**src/rtl/cfgwin_pkg.sv**
```systemverilog
package cfgwin_pkg;
  localparam int ADDR_W = 3;
  localparam int DATA_W = 8;

  typedef enum logic [1:0] {
    SEQ_IDLE = 2'd0,
    SEQ_ARM1 = 2'd1,
    SEQ_ARM2 = 2'd2,
    SEQ_OPEN = 2'd3
  } seq_state_e;

  localparam logic [ADDR_W-1:0] OFF_ARM   = 3'd1;
  localparam logic [ADDR_W-1:0] OFF_KEY   = 3'd2;
  localparam logic [ADDR_W-1:0] OFF_RTIM  = 3'd0;
  localparam logic [ADDR_W-1:0] OFF_WTIM  = 3'd1;
  localparam logic [ADDR_W-1:0] OFF_CTRL  = 3'd3;
  localparam logic [ADDR_W-1:0] OFF_STRAP = 3'd5;
  localparam logic [ADDR_W-1:0] OFF_MISC  = 3'd6;

  localparam logic [DATA_W-1:0] KEY_OPEN  = 8'h03;
  localparam logic [DATA_W-1:0] KEY_CLOSE = 8'h83;
  localparam logic [DATA_W-1:0] BANK_EN_V = 8'hC0;
endpackage

```
**src/rtl/cfgwin_seq.sv**
```systemverilog
module cfgwin_seq
  import cfgwin_pkg::*;
(
  input  logic              clk,
  input  logic              rst_n,
  input  logic              acc_rd,
  input  logic              acc_wr,
  input  logic              acc_wide,
  input  logic [ADDR_W-1:0] acc_addr,
  input  logic [DATA_W-1:0] acc_wdata,
  output logic              open
);
  seq_state_e state_q, state_d;
  logic acc, is_arm, is_key, is_close;

  assign acc      = acc_rd | acc_wr;
  assign is_arm   = acc_rd & ~acc_wr & acc_wide & (acc_addr == OFF_ARM);
  assign is_key   = acc_wr & ~acc_wide & (acc_addr == OFF_KEY) & (acc_wdata == KEY_OPEN);
  assign is_close = acc_wr & ~acc_wide & (acc_addr == OFF_KEY) & (acc_wdata == KEY_CLOSE);

  always_comb begin
    state_d = state_q;
    unique case (state_q)
      SEQ_IDLE: if (acc) state_d = is_arm ? SEQ_ARM1 : SEQ_IDLE;
      SEQ_ARM1: if (acc) state_d = is_arm ? SEQ_ARM2 : SEQ_IDLE;
      SEQ_ARM2: if (acc) state_d = is_key ? SEQ_OPEN : SEQ_IDLE;
      SEQ_OPEN: if (is_close) state_d = SEQ_IDLE;
      default:  state_d = SEQ_IDLE;
    endcase
  end

  always_ff @(posedge clk or negedge rst_n) begin
    if (!rst_n) state_q <= SEQ_IDLE;
    else        state_q <= state_d;
  end

  assign open = (state_q == SEQ_OPEN);

  AST_OPEN_AFTER_KEY: assert property (@(posedge clk) disable iff (!rst_n)
    $rose(open) |-> $past(acc_wr && !acc_wide && acc_addr == OFF_KEY && acc_wdata == KEY_OPEN));
  AST_BREAK_TO_IDLE: assert property (@(posedge clk) disable iff (!rst_n)
    (state_q == SEQ_ARM1 && acc && !is_arm) |=> (state_q == SEQ_IDLE));
  AST_CLOSE_LOCKS: assert property (@(posedge clk) disable iff (!rst_n)
    (open && is_close) |=> !open);
endmodule

```
**src/rtl/cfgwin_regs.sv**
```systemverilog
module cfgwin_regs
  import cfgwin_pkg::*;
#(
  parameter int NBANK = 2,
  parameter logic [DATA_W-1:0] STRAP_VER = '0
)(
  input  logic              clk,
  input  logic              rst_n,
  input  logic              wr_en,
  input  logic              snoop_wr,
  input  logic [ADDR_W-1:0] addr,
  input  logic [DATA_W-1:0] wdata,
  output logic [DATA_W-1:0] rdata
);
  localparam int BSEL_W = (NBANK > 1) ? $clog2(NBANK) : 1;

  logic [DATA_W-1:0] rtim_q [NBANK];
  logic [DATA_W-1:0] wtim_q [NBANK];
  logic [DATA_W-1:0] ctrl_q, misc_q;
  logic              bank_en_q;
  logic [BSEL_W-1:0] bank_idx;
  logic              ctrl_en, misc_en, bank_set;

  assign bank_idx = bank_en_q ? misc_q[BSEL_W-1:0] : '0;
  assign ctrl_en  = wr_en & (addr == OFF_CTRL);
  assign misc_en  = wr_en & (addr == OFF_MISC);
  assign bank_set = snoop_wr & (addr == OFF_CTRL) & (wdata == BANK_EN_V);

  for (genvar b = 0; b < NBANK; b++) begin : g_bank
    logic rt_en, wt_en;
    assign rt_en = wr_en & (addr == OFF_RTIM) & (bank_idx == BSEL_W'(b));
    assign wt_en = wr_en & (addr == OFF_WTIM) & (bank_idx == BSEL_W'(b));
    always_ff @(posedge clk or negedge rst_n) begin
      if (!rst_n) begin
        rtim_q[b] <= '0;
        wtim_q[b] <= '0;
      end else begin
        if (rt_en) rtim_q[b] <= wdata;
        if (wt_en) wtim_q[b] <= wdata;
      end
    end
  end

  always_ff @(posedge clk or negedge rst_n) begin
    if (!rst_n) begin
      ctrl_q    <= '0;
      misc_q    <= '0;
      bank_en_q <= 1'b0;
    end else begin
      if (ctrl_en)  ctrl_q    <= wdata;
      if (misc_en)  misc_q    <= wdata;
      if (bank_set) bank_en_q <= 1'b1;
    end
  end

  always_comb begin
    unique case (addr)
      OFF_RTIM:  rdata = rtim_q[bank_idx];
      OFF_WTIM:  rdata = wtim_q[bank_idx];
      OFF_CTRL:  rdata = ctrl_q;
      OFF_STRAP: rdata = STRAP_VER;
      OFF_MISC:  rdata = misc_q;
      default:   rdata = '0;
    endcase
  end

  AST_LOCKED_STABLE: assert property (@(posedge clk) disable iff (!rst_n)
    !wr_en |=> ($stable(ctrl_q) && $stable(misc_q)));
  AST_BANK_STICKY: assert property (@(posedge clk) disable iff (!rst_n)
    bank_en_q |=> bank_en_q);
endmodule

```
**src/rtl/cfgwin_top.sv**
```systemverilog
module cfgwin_top
  import cfgwin_pkg::*;
#(
  parameter int NBANK = 2,
  parameter logic [DATA_W-1:0] STRAP_VER = '0
)(
  input  logic              clk,
  input  logic              rst_n,
  input  logic              host_rd,
  input  logic              host_wr,
  input  logic              host_wide,
  input  logic [ADDR_W-1:0] host_addr,
  input  logic [DATA_W-1:0] host_wdata,
  output logic              pass_thru,
  output logic              cfg_hit,
  output logic [DATA_W-1:0] cfg_rdata,
  output logic              win_open
);
  logic              acc;
  logic [DATA_W-1:0] reg_rdata;

  cfgwin_seq u_seq (
    .clk       (clk),
    .rst_n     (rst_n),
    .acc_rd    (host_rd),
    .acc_wr    (host_wr),
    .acc_wide  (host_wide),
    .acc_addr  (host_addr),
    .acc_wdata (host_wdata),
    .open      (win_open)
  );

  assign acc       = host_rd | host_wr;
  assign cfg_hit   = acc & win_open;
  assign pass_thru = acc & ~win_open;

  cfgwin_regs #(.NBANK(NBANK), .STRAP_VER(STRAP_VER)) u_regs (
    .clk      (clk),
    .rst_n    (rst_n),
    .wr_en    (cfg_hit & host_wr),
    .snoop_wr (pass_thru & host_wr),
    .addr     (host_addr),
    .wdata    (host_wdata),
    .rdata    (reg_rdata)
  );

  assign cfg_rdata = (cfg_hit & host_rd & ~host_wr) ? reg_rdata : '0;

  AST_ROUTE_EXCL: assert property (@(posedge clk) disable iff (!rst_n)
    !(pass_thru && cfg_hit));
  AST_LOCKED_NO_DATA: assert property (@(posedge clk) disable iff (!rst_n)
    !win_open |-> (cfg_rdata == '0));
  AST_RESET_LOCKED: assert property (@(posedge clk) disable iff (!rst_n)
    $rose(rst_n) |-> !win_open);
endmodule

```
**config.mk**
```make
export PLATFORM = sky130hd
export DESIGN_NAME = cfgwin_top
export DESIGN_NICKNAME = d
export VERILOG_FILES = /design/src/rtl/cfgwin_pkg.sv /design/src/rtl/cfgwin_seq.sv /design/src/rtl/cfgwin_regs.sv /design/src/rtl/cfgwin_top.sv
export SDC_FILE = /design/constraint.sdc
export NUM_CORES = 1
export LEC_CHECK = 0
export ABC_AREA = 1
export BUFFER_PORTS_ARGS = -buffer_cell sky130_fd_sc_hd__buf_4
export CORE_MARGIN = 10
export CORE_UTILIZATION = 55
export CTS_BUF_LIST = sky130_fd_sc_hd__clkbuf_2 sky130_fd_sc_hd__clkbuf_4 sky130_fd_sc_hd__clkbuf_8
export CTS_CLUSTER_SIZE = 8
export DETAILED_ROUTE_END_ITERATION = 12
export PLACE_DENSITY = 0.78
export SLEW_MARGIN = 20
export SYNTH_ARGS = -nofsm -noshare
export SYNTH_HDL_FRONTEND = slang
export SYNTH_HIERARCHICAL = 1
export SYNTH_SLANG_ARGS = --single-unit
export TNS_END_PERCENT = 30
```
**constraint.sdc**
```tcl
create_clock -name clk -period 5.13 [get_ports clk]
set_clock_uncertainty 0.2 [all_clocks]
set_input_delay 0.513 -clock clk [delete_from_list [all_inputs] [get_ports clk]]
set_output_delay 0.513 -clock clk [all_outputs]
set_load 0.005 [all_outputs]
```
==> summary.md <==
| Metric | Value |
|---|---|
| CP Max Fanout | `28` |
| Top post-synthesis cells by area | `dfrtp_1 (44%), nand2_1 (24%), nand4_1 (8.2%)` |
| Starting Density | `56.7%` |
| Initial antenna violation count | `0` |
| Pre-CTS setup slack | `2.27 ns` |
| Slowest stage cell, crit path | `dfrtp_1` |
| First-pass DRT Iterations | `5` |
| Area of the multi-input gates | `0.00142 sq mm` |
| Internal power | `0.000569 W` |
| Reg power frac | `54.8%` |
| Root Buffer | `clkbuf_8` |
| DRC viols | `0` |
| Setup TNS | `0 ns` |
| Post-cts gate resize count | `0` |
| DR WL/cell | `16.0 um` |
| Largest net degree at the start of global routing | `52` |
| Top cells by count, synth | `nand2_1 (187), dfrtp_1 (51), nand4_1 (38)` |
| Vias per cell | `5.76` |
| Final period util | `56.9%` |
| Total area of sequential cells | `0.00128 sq mm` |
| CP Cell Sequence | `nand2_4 > nand2_1 > nand2_1 > nand2_1 > nand3_1 > inv_1 > nor2_1 > buf_4` |
| Count of final hold-check violations | `0` |
| Sw frac | `23.5%` |
| Post-synth top area share | `44.0%` |
| Synth Register Bits | `51` |
| Max cap viols | `0` |
| Min Tclk post-route | `2.92 ns` |
| RSZ-0062 raised after global routing | `no` |
| WS Path Type | `reg2out` |
| FP Rows | `26` |
| PD cells | `232 mW/mm^2` |
| Netlist cell types | `23` |
| # clock sinks | `51` |
| DIE HEIGHT | `92.6 um` |
| Hpwl dp | `5360 um` |
| CTS clk-pin slew, worst paths | `0.09 ns` |
| Layout Area Growth over Synthesis | `10.7%` |
| Hold WC Path Type | `in2async` |
| CTS Buf Count | `5` |
| Synth Flop Type | `dfrtp_1` |
| Area leader, netlist | `dfrtp_1` |
| Most Frequent Cell on Critical Path | `nand2_1` |
| Final ANT Viol Nets | `0` |
| TritonCTS clock tree | `yes` |
| Overall routing resource usage | `19.7%` |
| RePlAce Congestion | `0.921` |
| Post-Synthesis Cell Area | `0.00290 sq mm` |
| Syn nets | `428` |
| Sequential share of the synthesized area | `44.0%` |
| Fin util | `62.8%` |
| Fin. max-slew vios | `0` |
| Number of flops mapped to enable cells by yosys | `0` |
| Die area | `0.00857 sq mm` |
| Setup crit end kind | `primary output` |
| Synthesis warning total | `6` |
| Core footprint | `0.00511 sq mm` |
| Worst setup margin | `2.21 ns` |
| Leakage | `1.74 nW` |
| IO buf count | `26` |
| Syn_area_per_cell | `7.03 sq um` |
| Vias in the first global route | `2763` |
| Hold-fix buffers, CTS | `0` |
| R2R cell count | `5` |
| Status | `finished clean` |
| Setup violators final | `0` |
| First-pass GRT wire length | `13700 um` |
| Fin nets | `445` |
| Later-pin clock latency in the skew report | `0.30 ns` |
| I/O pins | `27` |
| H-Tree Depth | `2` |
| Remaining Overflow, GRT | `0` |
| Most frequent cell after synthesis | `nand2_1` |
| Gate power share | `8.0%` |
| DRT iter0 DRCs | `297` |
| Cells after Synth | `412` |
| Worst slew pin tran | `0.888 ns` |
| Layout fillers | `478` |
| Max IR drop VDD | `217 uV` |
| Postcts setup bufs | `0` |
| Clock power frac | `37.2%` |
| Width of the chip | `92.6 um` |
| Net switching power | `0.000175 W` |
| Fmax achieved | `342 MHz` |
| Deepest clock path buffer count | `2` |
| Critical path's largest stage delay | `0.89 ns` |
| Critical path required time | `4.42 ns` |
| Antenna Cells | `0` |
| FFs w/ async S/R, synth | `100%` |
| Max-slew headroom | `40.8%` |
| Share of layout cells above drive strength 1 | `13.1%` |
| Critical path startpoint category | `register` |
| Arrival time at the worst endpoint | `2.21 ns` |
| Total number of vias | `2875` |
| Routed WL | `7970 um` |
layout by cell type, fill, tap and decap left out, drive strengths merged:
| master | instances |
|---|---|
| buf | 27 |
| bufinv | 1 |
| clkbuf | 6 |
| dfrtp | 51 |
| inv | 32 |
| nand2 | 189 |
| nand3 | 29 |
| nand3b | 1 |
| nand4 | 39 |
| nor2 | 34 |
| nor3 | 3 |
| o21a | 1 |
| o21ai | 16 |
cells by family after synthesis:
kind of cell           after synthesis  synth area share [%]
AND/OR/NAND/NOR                    295                  45.8
buffers and inverters               49                  7.12
AO/OA/AOI/OAI                       17                  3.02
flip-flops                          51                  44.0
state kept, by name, summed over array words and instances (netlist names):
signal            cells
u_regs/rtim_q        16
u_regs/wtim_q        16
u_regs/ctrl_q         8
u_regs/misc_q         8
u_seq/state_q         2
u_regs/bank_en_q      1
layout make-up:
type | count | share of cell area [%]
Clock buffer | 6 | 2.38
Tap cell | 70 | 2.73
Multi-Input combinational cell | 312 | 44.1
Sequential cell | 51 | 39.8
Inverter | 32 | 3.74
Clock inverter | 1 | 0.936
Timing Repair Buffer | 27 | 6.32
metrics by stage:
| step | hold WS [ns] | power, W | instance area [sq um] | std cells |
|---|---|---|---|---|
| 3_3_place_gp | 0.255 | 0.000473 | 3100 | 492 |
| 3_5_place_dp | 0.263 | 0.000474 | 3100 | 492 |
| 2_1_floorplan | 0.0174 | 0.000441 | 2900 | 412 |
| 4_1_cts | 0.0554 | 0.000749 | 3210 | 499 |
| 5_1_grt | 0.0595 | 0.000773 | 3210 | 499 |
| 6_report | 0.0237 | 0.000744 | 3210 | 499 |
power by group through the flow:
stage,logic [W],registers [W],clock network (W)
final,0.0000593,0.000408,0.000277
after global routing,0.0000658,0.000408,0.000299
after CTS,0.0000588,0.000408,0.000282
after detailed placement,0.0000586,0.000416,0
after global placement,0.0000573,0.000416,0
after floorplan,0.0000260,0.000415,0
metal layers:
layer,wire length (um),vias to the layer above,track usage (%)
li1,-,1358,-
met1,3290,1358,24.6
met2,3710,133,31.6
met3,688,26,5.00
met4,279,0,8.48
met5,0,-,0
path summary, 6_finish.rpt:
path / slack, ns / start / to
max in group asynchronous: 4.27 / rst_n / u_regs/wtim_q[9]
worst max-delay path: 2.21 / u_regs/misc_q[0] / cfg_rdata[4]
worst max register to register: 2.65 / u_regs/misc_q[0] / u_regs/rtim_q[3]
worst min-delay path: 0.02 / rst_n / u_seq/state_q[1]
worst min register to register: 0.28 / u_regs/wtim_q[4] / u_regs/wtim_q[4]
min in group clk: 0.28 / u_regs/wtim_q[4] / u_regs/wtim_q[4]
critical path, delay by kind of cell (launching register included):
family,cells,cell delay (ns)
and+or+nand+nor,6,0.82
DFF,1,0.89
buffers and inverters,2,0.19
Note: power is estimated with default switching activity, not from simulation.
